`config.mk`:
```
export PLATFORM = sky130hd
export DESIGN_NAME = scl_timing_gen
export DESIGN_NICKNAME = d
export VERILOG_FILES = /design/src/rtl/scl_timing_pkg.sv /design/src/rtl/scl_prescaler.sv /design/src/rtl/scl_phase_timer.sv /design/src/rtl/scl_timing_gen.sv
export SDC_FILE = /design/constraint.sdc
export NUM_CORES = 1
export LEC_CHECK = 0
export ABC_AREA = 0
export BUFFER_PORTS_ARGS = -buffer_cell sky130_fd_sc_hd__buf_2
export CAP_MARGIN = 30
export CORE_UTILIZATION = 45
export DETAILED_ROUTE_END_ITERATION = 8
export GPL_TIMING_DRIVEN = 1
export PLACE_DENSITY_LB_ADDON = 0.25
export SLEW_MARGIN = 30
export SYNTH_ARGS = -nofsm -noshare
export SYNTH_HDL_FRONTEND = slang
export SYNTH_HIERARCHICAL = 1
export SYNTH_SLANG_ARGS = --single-unit
export TNS_END_PERCENT = 30
```
`constraint.sdc`:
```
create_clock -name clk_i -period 6.18 [get_ports clk_i]
set_clock_uncertainty 0.2 [all_clocks]
set_input_delay 1.236 -clock clk_i [delete_from_list [all_inputs] [get_ports clk_i]]
set_output_delay 1.236 -clock clk_i [all_outputs]
set_load 0.02 [all_outputs]
```
`src/rtl/scl_timing_pkg.sv`:
```
package scl_timing_pkg;
  // per-phase extension in module clocks, chosen by prescaler setting
  function automatic logic [2:0] phase_offset(input int unsigned psc);
    if (psc == 0) return 3'd7;
    else if (psc == 1) return 3'd6;
    else return 3'd5;
  endfunction
endpackage

```
`src/rtl/scl_prescaler.sv`:
```
module scl_prescaler #(
  parameter int PSC_W = 8
) (
  input  logic             clk_i,
  input  logic             rst_ni,
  input  logic             run_i,
  input  logic             restart_i,
  input  logic [PSC_W-1:0] div_i,
  output logic             tick_o
);
  logic [PSC_W-1:0] cnt_q;
  logic             wrap;

  assign wrap   = (cnt_q == div_i);
  assign tick_o = run_i && wrap;

  always_ff @(posedge clk_i or negedge rst_ni) begin
    if (!rst_ni)                cnt_q <= '0;
    else if (!run_i || restart_i) cnt_q <= '0;
    else if (wrap)              cnt_q <= '0;
    else                        cnt_q <= cnt_q + 1'b1;
  end
endmodule

```
`src/rtl/scl_phase_timer.sv`:
```
module scl_phase_timer #(
  parameter int LEN_W = 9
) (
  input  logic             clk_i,
  input  logic             rst_ni,
  input  logic             run_i,
  input  logic             restart_i,
  input  logic             tick_i,
  input  logic [LEN_W-1:0] len_i,
  output logic             done_o
);
  logic [LEN_W-1:0] cnt_q;

  assign done_o = run_i && tick_i && (cnt_q == len_i - 1'b1);

  always_ff @(posedge clk_i or negedge rst_ni) begin
    if (!rst_ni)                  cnt_q <= '0;
    else if (!run_i || restart_i) cnt_q <= '0;
    else if (tick_i)              cnt_q <= cnt_q + 1'b1;
  end
endmodule

```
`src/rtl/scl_timing_gen.sv`:
```
module scl_timing_gen #(
  parameter int PSC_W = 8,
  parameter int CNT_W = 8
) (
  input  logic             clk_i,
  input  logic             rst_ni,
  input  logic             en_i,
  input  logic [PSC_W-1:0] psc_i,
  input  logic [CNT_W-1:0] low_cnt_i,
  input  logic [CNT_W-1:0] high_cnt_i,
  output logic             scl_o,
  output logic             fall_o,
  output logic             rise_o
);
  import scl_timing_pkg::*;

  localparam int LEN_W = CNT_W + 1;

  logic [PSC_W-1:0] psc_q;
  logic [LEN_W-1:0] low_len_q, high_len_q, cur_len;
  logic [LEN_W-1:0] off_ext;
  logic             run_q, scl_q, fall_q, rise_q;
  logic             start, tick, done, restart;

  assign off_ext = LEN_W'(phase_offset(int'(psc_i)));
  assign start   = en_i && !run_q;
  assign restart = start || done;
  assign cur_len = scl_q ? high_len_q : low_len_q;

  scl_prescaler #(.PSC_W(PSC_W)) u_psc (
    .clk_i, .rst_ni, .run_i(run_q), .restart_i(restart),
    .div_i(psc_q), .tick_o(tick)
  );

  scl_phase_timer #(.LEN_W(LEN_W)) u_phase (
    .clk_i, .rst_ni, .run_i(run_q), .restart_i(restart),
    .tick_i(tick), .len_i(cur_len), .done_o(done)
  );

  // settings shadowed only while disabled
  always_ff @(posedge clk_i or negedge rst_ni) begin
    if (!rst_ni) begin
      psc_q      <= '0;
      low_len_q  <= LEN_W'(7);
      high_len_q <= LEN_W'(7);
    end else if (!en_i) begin
      psc_q      <= psc_i;
      low_len_q  <= LEN_W'(low_cnt_i) + off_ext;
      high_len_q <= LEN_W'(high_cnt_i) + off_ext;
    end
  end

  always_ff @(posedge clk_i or negedge rst_ni) begin
    if (!rst_ni) begin
      run_q <= 1'b0; scl_q <= 1'b1; fall_q <= 1'b0; rise_q <= 1'b0;
    end else if (!en_i) begin
      run_q <= 1'b0; scl_q <= 1'b1; fall_q <= 1'b0; rise_q <= 1'b0;
    end else if (start) begin
      run_q <= 1'b1; scl_q <= 1'b0; fall_q <= 1'b1; rise_q <= 1'b0;
    end else begin
      fall_q <= done && scl_q;
      rise_q <= done && !scl_q;
      if (done) scl_q <= ~scl_q;
    end
  end

  assign scl_o  = scl_q;
  assign fall_o = fall_q;
  assign rise_o = rise_q;
endmodule

```
Word level (Yosys, flattened, before mapping)
Cells that the tools add are included.
{"block": "op_classes", "reduce_logical": 12, "eq_ne": 5, "add_sub_neg": 5, "shift": 0, "magnitude_cmp": 0, "multipliers": 0, "n_mux": 16, "div_mod_pow": 0, "bitwise": 1}
{"operator": "2-to-1 mux 9 bit", "n": 3}
{"operator": "adder 8 x 3 -> 9 bit", "n": 2}
{"operator": "2-to-1 mux 8 bit", "n": 2}
{"operator": "adder 9 x 1 -> 9 bit, second input constant", "n": 1}
{"operator": "equality test 9 bit", "n": 1}
{"operator": "2-to-1 mux 1 bit", "n": 9}
{"operator": "subtractor 9 x 1 -> 9 bit, second input constant", "n": 1}
{"operator": "adder 8 x 1 -> 8 bit, second input constant", "n": 1}
{"operator": "equality test 8 x 1 -> 1 bit, second input constant", "n": 1}
{"operator": "equality test 8 bit", "n": 1}
{"operator": "logical NOT 8 bit", "n": 1}
{"operator": "logical AND 1 bit", "n": 6}
{"operator": "2-to-1 mux 3 bit", "n": 1}
{"operator": "!= test 3 x 1 -> 1 bit, second input constant", "n": 1}
{"operator": "logical NOT 1 bit", "n": 2}
{"operator": "logical OR 1 bit", "n": 2}
{"operator": "2-to-1 mux 2 bit", "n": 1}
{"operator": "!= test 2 x 1 -> 1 bit, second input constant", "n": 1}
{"operator": "nonzero test 2 bit", "n": 1}
{"operator": "inverter 1 bit", "n": 1}
{"block": "word_totals", "regBits": 47, "latchBits": 0, "mem_count": 0, "word_cells": 48, "mem_bits_ro": 0, "out_inout_bits": 3, "ram_bits": 0}

Longest topological paths before layout
{"block": "logic_depth", "word_depth": 7, "depth_mapped": 13}

By module
The synthesis kept the hierarchy.
{"module": "scl_timing_gen", "area_each_um2": 1546.5, "instances": 1, "cells_per_inst": 135}
{"module": "scl_phase_timer", "area_each_um2": 713.2, "instances": 1, "cells_per_inst": 81}
{"module": "scl_prescaler", "area_each_um2": 521.8, "instances": 1, "cells_per_inst": 47}

Least setup slack after synthesis
OpenSTA, ideal clock, no wires.
{"block": "synth_timing", "path_kind": "input to register", "startpoint": "input psc_i[5]", "endpoint": "register high_len_q[6]", "path_buffers": 0, "required_ns": 5.852, "setup_slack_ns": 2.600, "path_stages": 8, "t_arrival_ns": 3.251, "setup_ns": 0.128, "cell_sequence": "or4_4 -> nor4_4 -> nand2_1 -> ha_1 -> fa_1 -> o2111ai_1 -> xor2_1 -> o21ai_0"}
{"block": "synth_via", "elab_chain_cells": 4}
{"item": "start: declaration", "line": "scl_timing_gen.sv:8", "text": "input logic [PSC_W-1:0] psc_i,"}
{"item": "equality test 8 x 1 -> 1 bit", "line": "scl_timing_pkg.sv:5", "text": "else if (psc == 1) return 3'd6;"}
{"item": "2-to-1 mux 2 bit", "line": "scl_timing_pkg.sv:5"}
{"item": "2-to-1 mux 3 bit (*)", "line": "scl_timing_pkg.sv:4", "text": "if (psc == 0) return 3'd7;"}
{"item": "adder 8 x 3 -> 9 bit (*)", "line": "scl_timing_gen.sv:49", "text": "high_len_q <= LEN_W'(high_cnt_i) + off_ext;"}
{"item": "end signal: assignment", "line": "scl_timing_gen.sv:49"}
{"item": "end: declaration", "line": "scl_timing_gen.sv:20", "text": "logic [LEN_W-1:0] low_len_q, high_len_q, cur_len;"}
Every way passes the cells marked *; elsewhere a longest branch is shown, timed or not.
A chain may end at the register's enable or synchronous reset.

Final worst setup path
{"block": "layout_timing", "startpoint": "register scl_q (netlist: scl_o)", "endpoint": "register u_phase.cnt_q[3]"}
{"block": "layout_via", "elab_chain_cells": 7}
{"item": "start: declaration", "line": "scl_timing_gen.sv:22", "text": "logic run_q, scl_q, fall_q, rise_q;"}
{"item": "start signal: assignment", "line": "scl_timing_gen.sv:63", "text": "if (done) scl_q <= ~scl_q;"}
{"item": "2-to-1 mux 9 bit (*)", "line": "scl_timing_gen.sv:28", "text": "assign cur_len = scl_q ? high_len_q : low_len_q;"}
{"item": "via cur_len[0]", "line": "scl_timing_gen.sv:20"}
{"item": "subtractor 9 x 1 -> 9 bit (*)", "line": "scl_phase_timer.sv:14", "text": "assign done_o = run_i && tick_i && (cnt_q == len_i - 1'b1);"}
{"item": "equality test 9 bit (*)", "line": "scl_phase_timer.sv:14"}
{"item": "logical AND 1 bit (*)", "line": "scl_phase_timer.sv:14"}
{"item": "via done", "line": "scl_timing_gen.sv:23", "text": "logic start, tick, done, restart;"}
{"item": "logical OR 1 bit (*)", "line": "scl_timing_gen.sv:27", "text": "assign restart = start || done;"}
{"item": "via restart", "line": "scl_timing_gen.sv:23"}
{"item": "logical OR 1 bit (*)", "line": "scl_phase_timer.sv:18", "text": "else if (!run_i || restart_i) cnt_q <= '0;"}
{"item": "2-to-1 mux 9 bit / nonzero test 2 bit (equally long branches)"}
{"item": "end signal: assignment", "line": "scl_phase_timer.sv:19", "text": "else if (tick_i) cnt_q <= cnt_q + 1'b1;"}
{"item": "end: declaration", "line": "scl_phase_timer.sv:12", "text": "logic [LEN_W-1:0] cnt_q;"}
The timed path passes the listed nets; every way through them passes the cells marked *.

==> tab_implementation.tex <==
\begin{tabular}{lr}
\hline
Metric & Value \\
\hline
\multicolumn{2}{l}{\textbf{Run status}} \\
Result of the run & finished clean \\
\multicolumn{2}{l}{\textbf{Clock network}} \\
H-tree lvl count & 2 \\
CTS tree & yes \\
Number of resized instances in the post-cts repair step & 0 \\
Hold Buf Count CTS & 0 \\
Number of buffers inserted during clock tree synthesis & 5 \\
Cell chosen for the clock root & clkbuf\_8 \\
Max Buffers Root-to-Sink & 2 \\
Clock transition at the register clock pins on the worst setup and hold paths after CTS & 0.10 ns \\
Clock latency on the worst-skew pair & 0.30 ns \\
Number of buffers inserted by post-CTS setup repair & 0 \\
Number of sinks driven by the clock tree & 47 \\
\multicolumn{2}{l}{\textbf{Detailed routing}} \\
DR DRC count & 0 \\
First-pass iteration count of the detailed router & 4 \\
Average via count per standard cell & 5.30 \\
Wire length reported by the detailed router & 5050 um \\
Routed length per instance & 13.9 um \\
Number of antenna-violating nets in the routed design & 0 \\
Iteration-0 DRC Markers & 72 \\
Via total after detailed routing & 1925 \\
\multicolumn{2}{l}{\textbf{Power}} \\
Power density over the cells & 219 nW/um2 \\
Post-route total power & 670 uW \\
Largest voltage drop on the vdd net & 109 uV \\
Leakage power & 0.00127 uW \\
\multicolumn{2}{l}{\textbf{Flow run}} \\
Maximum Capacitance Violations & 0 \\
\multicolumn{2}{l}{\textbf{Placement}} \\
HPWL reported at the end of detailed placement & 3770 um \\
Buffers on Ports & 29 \\
Instance area at placement & 2960 um2 \\
Placement Setup Slack & 2.26 ns \\
Final weighted congestion in routability-driven placement & 0.765 \\
\multicolumn{2}{l}{\textbf{Synth}} \\
Post-Synthesis Cells & 263 \\
Sequential share of the synthesized area & 0.426 \\
Post-synth EDFFs & 0 \\
Total of warnings raised by yosys & 6 \\
Share of the synthesized area in the top cell type & 0.360 \\
Count of cell types in the netlist & 42 \\
Combined area of all synthesized cells & 2780 um2 \\
Synthesis-stage register bit count & 47 \\
Top post-synthesis cells by area & dfrtp\_1 36\%, mux2\_2 8.5\%, xor2\_1 7.9\%, dfstp\_2 6.6\%, o21ai\_0 4.1\% \\
Mean area per synthesized cell & 10.6 um2 \\
Post-Synthesis Net Count & 299 \\
Fraction of registers with async set/reset & 1.00 \\
Synth Flop Type & dfrtp\_1 \\
Post-synth top area cell & dfrtp\_1 \\
\multicolumn{2}{l}{\textbf{Min path}} \\
Hold/Removal Path Class & reg2reg \\
\multicolumn{2}{l}{\textbf{Cells and area}} \\
Layout filler cell count & 562 \\
Fraction of final layout cells sized beyond drive strength 1 & 0.267 \\
Final net count & 323 \\
Multi-input gate area in the final layout & 1510 um2 \\
Antenna Cells & 0 \\
Reg area & 1180 um2 \\
Area Overhead vs Synth & 9.81\% \\
Area of all placed cells without fillers & 3050 um2 \\
\multicolumn{2}{l}{\textbf{Floorplanning}} \\
Core footprint & 5960 um2 \\
Std-Cell Rows & 28 \\
Die height & 80.6 um \\
Total die area & 6500 um2 \\
Starting Density & 0.467 \\
Die width & 80.6 um \\
Number of placed I/O pins & 30 \\
\multicolumn{2}{l}{\textbf{STA}} \\
Post-route minimum period & 3.69 ns \\
Unrepaired setup endpoints after global routing & false \\
Final total negative setup slack & 0 ns \\
Final worst hold slack & 0.281 ns \\
Total count of hold-check failures in the final report & 0 \\
Worst setup margin & 2.49 ns \\
Final setup fails & 0 \\
Share of the cycle needed by the critical path after routing & 0.597 \\
Transition at the pin with the smallest max-transition slack & 0.785 ns \\
Tightest slew margin relative to the limit & 0.477 \\
Highest achievable clock rate & 271 MHz \\
Final number of max-transition violations & 0 \\
\multicolumn{2}{l}{\textbf{Setup path}} \\
Longest individual stage delay on the worst path & 0.75 ns \\
Startpoint-to-endpoint class of the critical path & reg2reg \\
Cell with the largest stage delay on the worst path & dfstp\_2 \\
Arrival time reported for the critical path endpoint & 3.67 ns \\
Crit path capture type & flop \\
Crit start category & flop \\
Ordered list of cells on the worst path & mux2\_2, inv\_1, ha\_1, xor2\_1, nand4\_1, or4\_4, a2111oi\_2, a21o\_1, nand2b\_1, nor2\_1 \\
Maximum fanout count along the critical path & 13 \\
Critical path required time & 6.16 ns \\
Reg2reg setup slack & 2.49 ns \\
\multicolumn{2}{l}{\textbf{Global routing}} \\
Number of antenna violations at the first check in global routing & 0 \\
Global-route usage over all layers & 0.180 \\
GR Util met3 & 0.0341 \\
Via count of the first global-routing pass & 1813 \\
Maximum number of pins on one net before global-route repair & 48 \\
Wire length of the first global-routing pass & 8880 um \\
Met2 Use GR & 0.283 \\
Sum of overflow across all layers after global routing & 0 \\
Most Used Layer, Global Route & met2 \\
GRT met1 Usage & 0.249 \\
\hline
\end{tabular}
## state kept, by name (all words and copies together) (netlist names)
signal / cells
fall_o: 1
run_q: 1
u_phase/cnt_q: 9
scl_o: 1
rise_o: 1
u_psc/cnt_q: 8
high_len_q: 9
low_len_q: 9
psc_q: 8
## per-layer routing
layer	up-vias	wire (um)
met4	0	65
li1	984	-
met5	-	0
met3	5	109
met1	914	2530
met2	22	2340
## placed cells by master, fill, tap and decap left out, types with 3 or more instances in the layout
| cell type | Yosys | final |
|---|---|---|
| a211oi_1 | 6 | 6 |
| nand4_1 | 7 | 7 |
| o21ai_1 | 3 | 3 |
| or4_1 | 4 | 4 |
| nor2_1 | 8 | 8 |
| nor2b_1 | 5 | 5 |
| inv_1 | 5 | 5 |
| clkbuf_8 | 0 | 6 |
| nand2b_1 | 3 | 3 |
| mux2_2 | 21 | 21 |
| dfstp_2 | 7 | 7 |
| nor4_4 | 3 | 3 |
| xnor2_1 | 12 | 12 |
| xor2_1 | 25 | 25 |
| ha_1 | 7 | 7 |
| dfrtp_1 | 40 | 40 |
| a21oi_1 | 3 | 3 |
| or3_1 | 6 | 6 |
| nand2_1 | 27 | 27 |
| buf_2 | 6 | 28 |
| nor3_1 | 5 | 5 |
| a221oi_1 | 3 | 3 |
| nand3_1 | 7 | 7 |
| o21ai_0 | 23 | 23 |
## critical path, delay by kind of cell (launching register included)
| kind | cells | cell delay (ns) |
|---|---|---|
| AOI/OAI and AO/OA | 2 | 0.67 |
| xor gates and xnor gates | 1 | 0.15 |
| adders and majority gates | 1 | 0.24 |
| buffers and inverters | 1 | 0.07 |
| DFF | 1 | 0.75 |
| muxes | 1 | 0.44 |
| and+or+nand+nor | 4 | 1.05 |
## synth_stat cells (3+ instances only)
master,instances
dfrtp_1,40
nand2_1,27
xor2_1,25
o21ai_0,23
mux2_2,21
xnor2_1,12
nor2_1,8
dfstp_2,7
ha_1,7
nand3_1,7
nand4_1,7
a211oi_1,6
buf_2,6
or3_1,6
inv_1,5
nor2b_1,5
nor3_1,5
or4_1,4
a21oi_1,3
a221oi_1,3
clkbuf_1,3
nand2b_1,3
nor4_4,3
o21ai_1,3
## path summary, 6_finish.rpt
path                                           from  cells after the start                           end
max                               scl_o$_DFFE_PN1P_                     10  u_phase/cnt_q[3]$_DFFE_PN0P_
min                        low_len_q[4]$_DFFE_PN0N_                      2      low_len_q[4]$_DFFE_PN0N_
max reg2reg                       scl_o$_DFFE_PN1P_                     10  u_phase/cnt_q[3]$_DFFE_PN0P_
min reg2reg                low_len_q[4]$_DFFE_PN0N_                      2      low_len_q[4]$_DFFE_PN0N_
max in group asynchronous                    rst_ni                      1             run_q$_DFFE_PN0P_
min in group asynchronous                    rst_ni                      1      low_len_q[7]$_DFFE_PN0N_
## through the flow
stage          utilization  instances
3_5_place_dp         0.496        355
4_1_cts              0.513        363
6_report             0.513        363
5_1_grt              0.513        363
2_1_floorplan            -        263
3_3_place_gp         0.496        355
## cell type report
type                    instances  share of cell area
clock inverters                 2             0.00533
repair buffers                 29              0.0483
flip-flops and latches         47               0.388
multi-input cells             199               0.494
clock buffers                   6              0.0270
inverters                       5             0.00615
well taps                      75              0.0307
## logic make-up after synthesis
family                   after synthesis  synth area share
multiplexers                          22            0.0886
adder cells (fa/ha/maj)                9            0.0459
flip-flops                            47             0.426
buffers and inverters                 17            0.0310
XOR/XNOR                              38             0.122
AO/OA/AOI/OAI                         46             0.105
AND/OR/NAND/NOR                       84             0.181
## where the power goes
group	switching, uW	total [uW]	internal (uW)
logic	68.2	124	55.8
clock network	108	199	91.5
registers	15.6	347	332
total	191	670	479
No activity file was read; power rests on OpenSTA's default activity.
